[config.mk]
export PLATFORM = sky130hd
export DESIGN_NAME = bank_mapper
export DESIGN_NICKNAME = d
export VERILOG_FILES = /design/src/rtl/bank_mapper.sv
export SDC_FILE = /design/constraint.sdc
export NUM_CORES = 1
export LEC_CHECK = 0
export BUFFER_PORTS_ARGS = -buffer_cell sky130_fd_sc_hd__buf_2
export CORE_MARGIN = 2
export CORE_UTILIZATION = 25
export CTS_CLUSTER_SIZE = 16
export DETAILED_ROUTE_END_ITERATION = 6
export MAX_ROUTING_LAYER = met4
export PLACE_DENSITY = 0.5
export SKIP_LAST_GASP = 1
export SYNTH_ARGS = -nofsm -noshare
export SYNTH_HDL_FRONTEND = slang
export SYNTH_SLANG_ARGS = --single-unit
[constraint.sdc]
create_clock -name clk -period 1.17 [get_ports clk]
set_clock_uncertainty 0.15 [all_clocks]
set_input_delay 0.0585 -clock clk [delete_from_list [all_inputs] [get_ports clk]]
set_output_delay 0.0585 -clock clk [all_outputs]
set_load 0.05 [all_outputs]
[src/rtl/bank_mapper.sv]
module bank_mapper #(
  parameter int OFS_W = 16,
  parameter int LO_W  = 4,
  parameter int HI_W  = 2,
  parameter int LIN_W = OFS_W + LO_W + HI_W
) (
  input  logic               clk,
  input  logic               rst_n,
  input  logic               reg_wr,
  input  logic               reg_sel,
  input  logic [2*LO_W-1:0]  reg_wdata,
  output logic [2*LO_W-1:0]  reg_rdata,
  input  logic               cpu_req,
  input  logic               cpu_we,
  input  logic [LIN_W-1:0]   cpu_ofs,
  input  logic               lin_en,
  output logic               mem_req,
  output logic               mem_we,
  output logic [LIN_W-1:0]   mem_addr
);
  localparam int BANK_W = LO_W + HI_W;
  localparam int REG_W  = 2 * LO_W;

  function automatic logic [REG_W-1:0] ext_mask();
    logic [REG_W-1:0] m = '0;
    for (int i = 0; i < HI_W; i++) begin
      m[i]        = 1'b1;
      m[LO_W + i] = 1'b1;
    end
    return m;
  endfunction
  localparam logic [REG_W-1:0] EXT_MASK = ext_mask();

  logic [REG_W-1:0]  seg_q, ext_q;
  logic [BANK_W-1:0] wbank, rbank, bank;

  assign wbank = {ext_q[HI_W-1:0], seg_q[LO_W-1:0]};
  assign rbank = {ext_q[LO_W+HI_W-1:LO_W], seg_q[REG_W-1:LO_W]};
  assign bank  = cpu_we ? wbank : rbank;
  assign reg_rdata = reg_sel ? ext_q : seg_q;

  always_ff @(posedge clk) begin
    if (!rst_n) begin
      seg_q <= '0;
      ext_q <= '0;
    end else if (reg_wr) begin
      if (reg_sel) ext_q <= reg_wdata & EXT_MASK;
      else         seg_q <= reg_wdata;
    end
  end

  always_ff @(posedge clk) begin
    if (!rst_n) begin
      mem_req  <= 1'b0;
      mem_we   <= 1'b0;
      mem_addr <= '0;
    end else begin
      mem_req <= cpu_req;
      if (cpu_req) begin
        mem_we   <= cpu_we;
        mem_addr <= lin_en ? cpu_ofs : {bank, cpu_ofs[OFS_W-1:0]};
      end
    end
  end

  p_req_follow_r7: assert property (@(posedge clk) disable iff (!rst_n)
    cpu_req |=> (mem_req && mem_we == $past(cpu_we)));
  p_idle_r7: assert property (@(posedge clk) disable iff (!rst_n)
    !cpu_req |=> !mem_req);
  p_lin_pass_r6: assert property (@(posedge clk) disable iff (!rst_n)
    (cpu_req && lin_en) |=> mem_addr == $past(cpu_ofs));
  p_low_ofs_r4: assert property (@(posedge clk) disable iff (!rst_n)
    (cpu_req && !lin_en) |=> mem_addr[OFS_W-1:0] == $past(cpu_ofs[OFS_W-1:0]));
  p_read_bank_r5: assert property (@(posedge clk) disable iff (!rst_n)
    (cpu_req && !lin_en && !cpu_we) |=> mem_addr[LIN_W-1:OFS_W] == $past(rbank));
  p_ext_zero_r3: assert property (@(posedge clk) disable iff (!rst_n)
    reg_sel |-> (reg_rdata & ~EXT_MASK) == '0);
endmodule

Yosys cells after proc, flatten, opt, wreduce, memory -nomap -nowiden --
Cells that the tools add are included.
Cells by class: add/sub/neg operators 0, multipliers 0, divide/modulo/power cells 0, order comparisons 0, equality and inequality tests 0, shift operators 0, muxes and demuxes 3, bitwise logic cells 1, reduce and logical (&&, ||, !) cells 2
Operators by type and width (number):
- $mux W22 | 1
- $mux W8 | 1
- $mux W6 | 1
- $reduce_and A2 Y1 | 2
- $not A1 Y1 | 1
Storage, ports and cells: register bits 36, bits in latches 0, memory bits (writable) 0, ROM bits 0, bits of input ports 37, output and inout port bits 32, logic and storage cells 11, memories kept 0

Longest topological paths before layout --
Gate-level depths: netlist of the first run.
depth in word-level cells 2, gate-level depth with buffers 4

Least setup slack after synthesis of the first run --
No wires, ideal clock.
kind reg2out, start point reg seg_q[2], end point out reg_rdata[2], arrival 1039 ps, data required time 961 ps, slack -78 ps, cell stages (with the launch flop) 2, buffers on the path 0, cells stage by stage dfxtp_1 -> nor2b_1
Between the ends: cells in the longest elaborated chain, start to end 1
Ends and longest elaborated chain:
- from (decl) | line 34 | logic [REG_W-1:0] seg_q, ext_q;
- from (signal assigned) | line 48 | else seg_q <= reg_wdata;
- $mux W8 | line 40 | assign reg_rdata = reg_sel ? ext_q : seg_q;
- to (decl) | line 12 | output logic [2*LO_W-1:0] reg_rdata,
Every way passes these cells.

Final worst setup path of the first run --
start point reg seg_q[0], end point out reg_rdata[0]
Same word-level chain as after synthesis.

==> flow_summary.ini, run 1 <==
[floorplan]
coreArea_um2 = 5990
die_x_um = 83.4
io_pins = 69
rows = 28
floorplan.die_area_um2 = 6960
dieHeight_um = 83.4
start_util = 0.263

[yosys]
ys_top_cells_by_count = dfxtp_1 (36), nand2_1 (27), mux2i_1 (23)
synth.distinct_cells = 22
synth_top_area_cell = dfxtp_1
ys_async_sr_fraction = 0
synth_seq_cells = 36
syn_avg_cell_area_um2 = 10.2
netlist_instances = 155
synth_edf_count = 0
ys_top_cells_by_area = dfxtp_1 (46%), mux2i_1 (15%), nor2b_1 (8.7%)
yosys.cell_count.top_type = dfxtp_1
yosysSeqAreaShare = 0.457
ys_warn_count = 0
synthesis.nets = 192
synthFlopType = dfxtp_1
syn_area_um2 = 1580
synth_top_area_share = 0.457

[critical_path]
worstPathRequired_ns = 0.96
rr_startpoint = ext_q[0]
critical_path.max_fanout = 2
max_stage_delay_ns = 0.33
cpMaxStageDelayCell = dfxtp_2
critical_path_class = flop to output port
endpoint_kind = output port
start_kind = flop
crit_start = seg_q[0]
critPathArrivalTime_ns = 1.05
crit_path_cell_trace = mux2_4 -> buf_8

[clocking]
clock_sinks = 36
clkTransAtPathRegs_ns = 0.07
h-tree-depth = 2
cts_buffers = 5
clock_path_buffers = 2
cts_tree = done
cts_root_buffer = clkbuf_8
clock_latency_ns = 0.28

[final_layout]
final_util = 0.437
fin_area_um2 = 2620
antenna_cells = 0
syn_to_final_growth_pct = 66.2
fin_nets = 302
final_layout_size_suffix_gt1_frac = 0.417

[grt]
grt_max_degree = 19
grt_pass1_wl_um = 6380
gr-total-overflow = 0
grt_usage = 0.116
grt_pass1_vias = 1355
antenna_found_initial = 0

[timing]
setup_violations = 4
slew_viol_final = 0
fin_crit_sh = 1.07
whs_ns = -0.00180
fmax_mhz = 798
setup_slack_ns = -0.0835
worstMarginPinSlew_ns = 0.301
hold_viol_final = 1
period_minus_slack_ns = 1.25
grt_setup_unrepaired = true
slew_headroom = 0.799

[hold_path]
hp-start = cpu_req
hold_class = input port to flop

[pwr]
ir_drop_uv = 541
power_density_nw_per_um2 = 1230
power.leakage_nw = 1.22

[drt]
vias = 1398
drt_wl_total_um = 4030
drt_iter0_drc = 23
drc = 0
ant_nets = 0
vias_per_cell = 4.10
dr.pass1.iters = 4
wl_per_cell_um = 11.8

[job]
maxCapViolCount = 0

[placed_design]
gp_congestion = 0.700
port_buffers = 68
hpwl_um = 2760
dpl-instance-area_um2 = 2000

[status]
violations = hold timing, setup timing
status = finished with violations
-- what timing repair did --
action	in CTS	in global routing
hold endpoints to repair	34	0
hold buffers	32	0
setup buffers	5	3
gates resized for setup	35	5
endpoints found under the setup margin	8	8
-- stage by stage --
step | power (mW) | instances | TNS [ns] | worst slack, ns
floorplan | 1.76 | 155 | 0 | 0.117
global placement | 1.92 | 293 | 0 | 0.130
detailed placement | 1.92 | 293 | 0 | 0.126
CTS | 3.26 | 338 | -0.352 | -0.0931
global route | 3.38 | 341 | -0.502 | -0.120
finish | 3.22 | 341 | -0.312 | -0.0835
-- sequential cells by signal, summed over array words and instances, names as in the netlist --
register and cells:
seg_q 8, mem_addr 22, ext_q 4, mem_req 1, mem_we 1
-- area by class of cell --
type | count | area (um2)
repair buffers | 114 | 860
well taps | 75 | 93.8
fillers | 582 | 3370
clock buffers | 7 | 96.3
clock inverters | 1 | 30.0
flip-flops and latches | 36 | 734
multi-input cells | 108 | 806
-- cell families after synthesis --
group,after synthesis,share of synthesized area
buffers and inverters,11,0.0603
flip-flops,36,0.457
AND/OR/NAND/NOR,63,0.218
multiplexers,27,0.175
AO/OA/AOI/OAI,18,0.0897
-- cell usage in the layout, fill, tap and decap left out --
cell type | Yosys | routed
mux2_4 | 0 | 4
nand3_1 | 4 | 4
nand2b_1 | 1 | 1
clkbuf_8 | 0 | 7
buf_6 | 1 | 3
nor2b_1 | 22 | 18
dfxtp_1 | 36 | 25
mux2i_1 | 23 | 23
and2_2 | 1 | 1
a21boi_0 | 4 | 4
nand3b_1 | 6 | 6
o211ai_1 | 1 | 1
nor2b_4 | 0 | 4
a21boi_1 | 8 | 8
buf_4 | 4 | 12
nand4_1 | 1 | 1
dfxtp_2 | 0 | 11
nand2_1 | 27 | 27
dlygate4sd3_1 | 0 | 32
nand3b_4 | 1 | 1
buf_2 | 1 | 60
o221ai_1 | 5 | 5
buf_8 | 1 | 5
bufinv_16 | 0 | 1
buf_12 | 1 | 2
-- path summary, 6_finish.rpt --
path / end / cells past startpoint / slack (ns)
min: mem_req / 2 / -0.002
min reg2reg: seg_q[6] / 2 / 0.32
max: reg_rdata[0] / 2 / -0.08
max reg2reg: mem_addr[20] / 3 / 0.15
-- critical path: cells and delay by family, from the launching register on --
family,cells,cell delay (ns)
buffers and inverters,1,0.15
flip-flops,1,0.33
multiplexers,1,0.28
-- per-layer routing --
layer,part of all wire,up-vias,GRT usage,wire length (um)
met3,0.078,2,0.0408,316
met5,0,-,-,0
li1,-,747,-,-
met1,0.48,595,0.146,1950
met4,0.0032,0,0.0308,13
met2,0.43,54,0.177,1750
-- power breakdown --
part	switching, mW	internal, mW	leakage (nW)
clock network	0.442	0.752	0.0645
logic	0.389	0.309	0.851
registers	0.0322	1.29	0.301
total	0.864	2.36	1.22
(Power assumes the default switching activity.)
==> run 2: changes to the inputs <==
--- a/config.mk
+++ b/config.mk
@@ -10,6 +10,7 @@
 export CORE_UTILIZATION = 25
 export CTS_CLUSTER_SIZE = 16
 export DETAILED_ROUTE_END_ITERATION = 6
+export GPL_TIMING_DRIVEN = 0
 export MAX_ROUTING_LAYER = met4
 export PLACE_DENSITY = 0.5
 export SKIP_LAST_GASP = 1
==> flow_summary.ini, run 2 (synthesized netlist as in run 1, its figures left out) <==
[status]
status = finished with violations
violations = setup timing

[grt]
antenna_found_initial = 0
met1_usage = 0.164
met2_usage = 0.197
met3_usage = 0.0408
grt_pass1_wl_um = 6930
grt_pass1_vias = 1438
gr-total-overflow = 0
grt_usage = 0.127
busiest_layer = met2
grt_max_degree = 11

[clocking]
cts_tree = done
clock_path_buffers = 2
cts_root_buffer = clkbuf_8
clkTransAtPathRegs_ns = 0.07
h-tree-depth = 2
clock_latency_ns = 0.28
cts_buffers = 5
clock_sinks = 36

[final_layout]
antenna_cells = 0
final_common_cell = buf_2
final_layout_size_suffix_gt1_frac = 0.411
top_regs = mem_addr x22, seg_q x8, ext_q x4
regMostFlops = mem_addr
syn_to_final_growth_pct = 66.6
regArea_um2 = 734
final_cells = 345
n_fill_cell = 572
fin_area_um2 = 2630
multi_input_area_um2 = 802
most-common-layout-cells = buf_2 (59), dlygate4sd3_1 (34), nand2_1 (27)
largest_register_ffs = 22
fin_nets = 307

[hold_path]
hold_class = input port to flop
hold_depth = 3
hold_end = mem_addr[16]
hp-start = rst_n

[timing]
fin_crit_sh = 1.07
hold_viol_final = 0
fmax_mhz = 801
whs_ns = 0.0163
setup_violations = 4
period_minus_slack_ns = 1.25
slew_headroom = 0.788
grt_setup_unrepaired = true
setup_slack_ns = -0.0784
tns_ns = -0.289
worstMarginPinSlew_ns = 0.317
slew_viol_final = 0

[placed_design]
gp_congestion = 0.731
place_inst = 296
dpl_worst_slack_ns = -0.0177
hpwl_um = 2810
port_buffers = 66
dpl-instance-area_um2 = 2010

[drt]
wl_per_cell_um = 12.7
vias = 1439
dr.pass1.iters = 4
drt_iter0_drc = 30
vias_per_cell = 4.17
drt_wl_total_um = 4390
ant_nets = 0
drc = 0

[floorplan]
rows = 28
start_util = 0.263
io_pins = 69
coreArea_um2 = 5990
die_x_um = 83.4
floorplan.die_area_um2 = 6960
dieHeight_um = 83.4

[critical_path]
worstPathRequired_ns = 0.96
reg2reg_depth = 4
critPathArrivalTime_ns = 1.04
critical_path.max_fanout = 3
rrSetupSlack_ns = 0.05
start_kind = flop
r2r_end = mem_addr[21]
rr_startpoint = ext_q[1]
critical_path_class = flop to output port
endpoint_kind = output port

[pwr]
ir_drop_uv = 437
power.leakage_nw = 1.22
power_density_nw_per_um2 = 1140

[job]
maxCapViolCount = 0
[run 2: worst max-delay path by stage]
stage | startpoint | endpoint | slack, ns | cells past startpoint
2_1_floorplan | mem_addr[0] | mem_addr[0] | 0.12 | 2
3_3_place_gp | reg_sel | reg_rdata[5] | -0.02 | 4
3_5_place_dp | reg_sel | reg_rdata[5] | -0.02 | 4
4_1_cts | seg_q[5] | reg_rdata[5] | -0.09 | 2
5_1_grt | seg_q[5] | reg_rdata[5] | -0.11 | 2
6_report | seg_q[5] | reg_rdata[5] | -0.08 | 2
[run 2: per-stage QoR]
step,total power [mW],util
after floorplan,1.76,-
after global placement,1.92,0.336
after detailed placement,1.92,0.336
after CTS,3.01,0.430
after global routing,3.12,0.438
final,2.99,0.438
[run 2: final cells by class]
| type | count | share of cell area |
|---|---|---|
| Sequential cell | 36 | 0.280 |
| Clock buffer | 7 | 0.0367 |
| Multi-Input combinational cell | 108 | 0.305 |
| Timing Repair Buffer | 108 | 0.306 |
| Buffer | 11 | 0.0362 |
| Tap cell | 75 | 0.0357 |
[run 2: what timing repair did]
| item | in CTS | in global routing |
|---|---|---|
| setup buffers | 4 | 3 |
| endpoints found under the setup margin | 8 | 12 |
| cloned | 0 | 0 |
| hold buffers | 35 | 0 |
| gates resized for setup | 33 | 7 |
| pin swaps | 0 | 0 |
| endpoints found under the hold margin | 34 | 0 |
[run 2: worst max-delay path, cell delays in order (launching register included)]
cell and delay (ns):
dfxtp_2 0.32, mux2_4 0.28, buf_8 0.15
[run 2: layer usage]
| layer | wire length [um] | vias up | part of all wire |
|---|---|---|---|
| met1 | 2090 | 624 | 0.48 |
| met4 | 38 | 0 | 0.0087 |
| met5 | 0 | - | 0 |
| li1 | - | 755 | - |
| met3 | 317 | 5 | 0.072 |
| met2 | 1940 | 55 | 0.44 |
[run 2: power by group]
group	internal [mW]	total, mW	switching, mW
Combinational	0.316	0.713	0.397
Sequential	1.30	1.33	0.0318
Clock	0.524	0.946	0.422
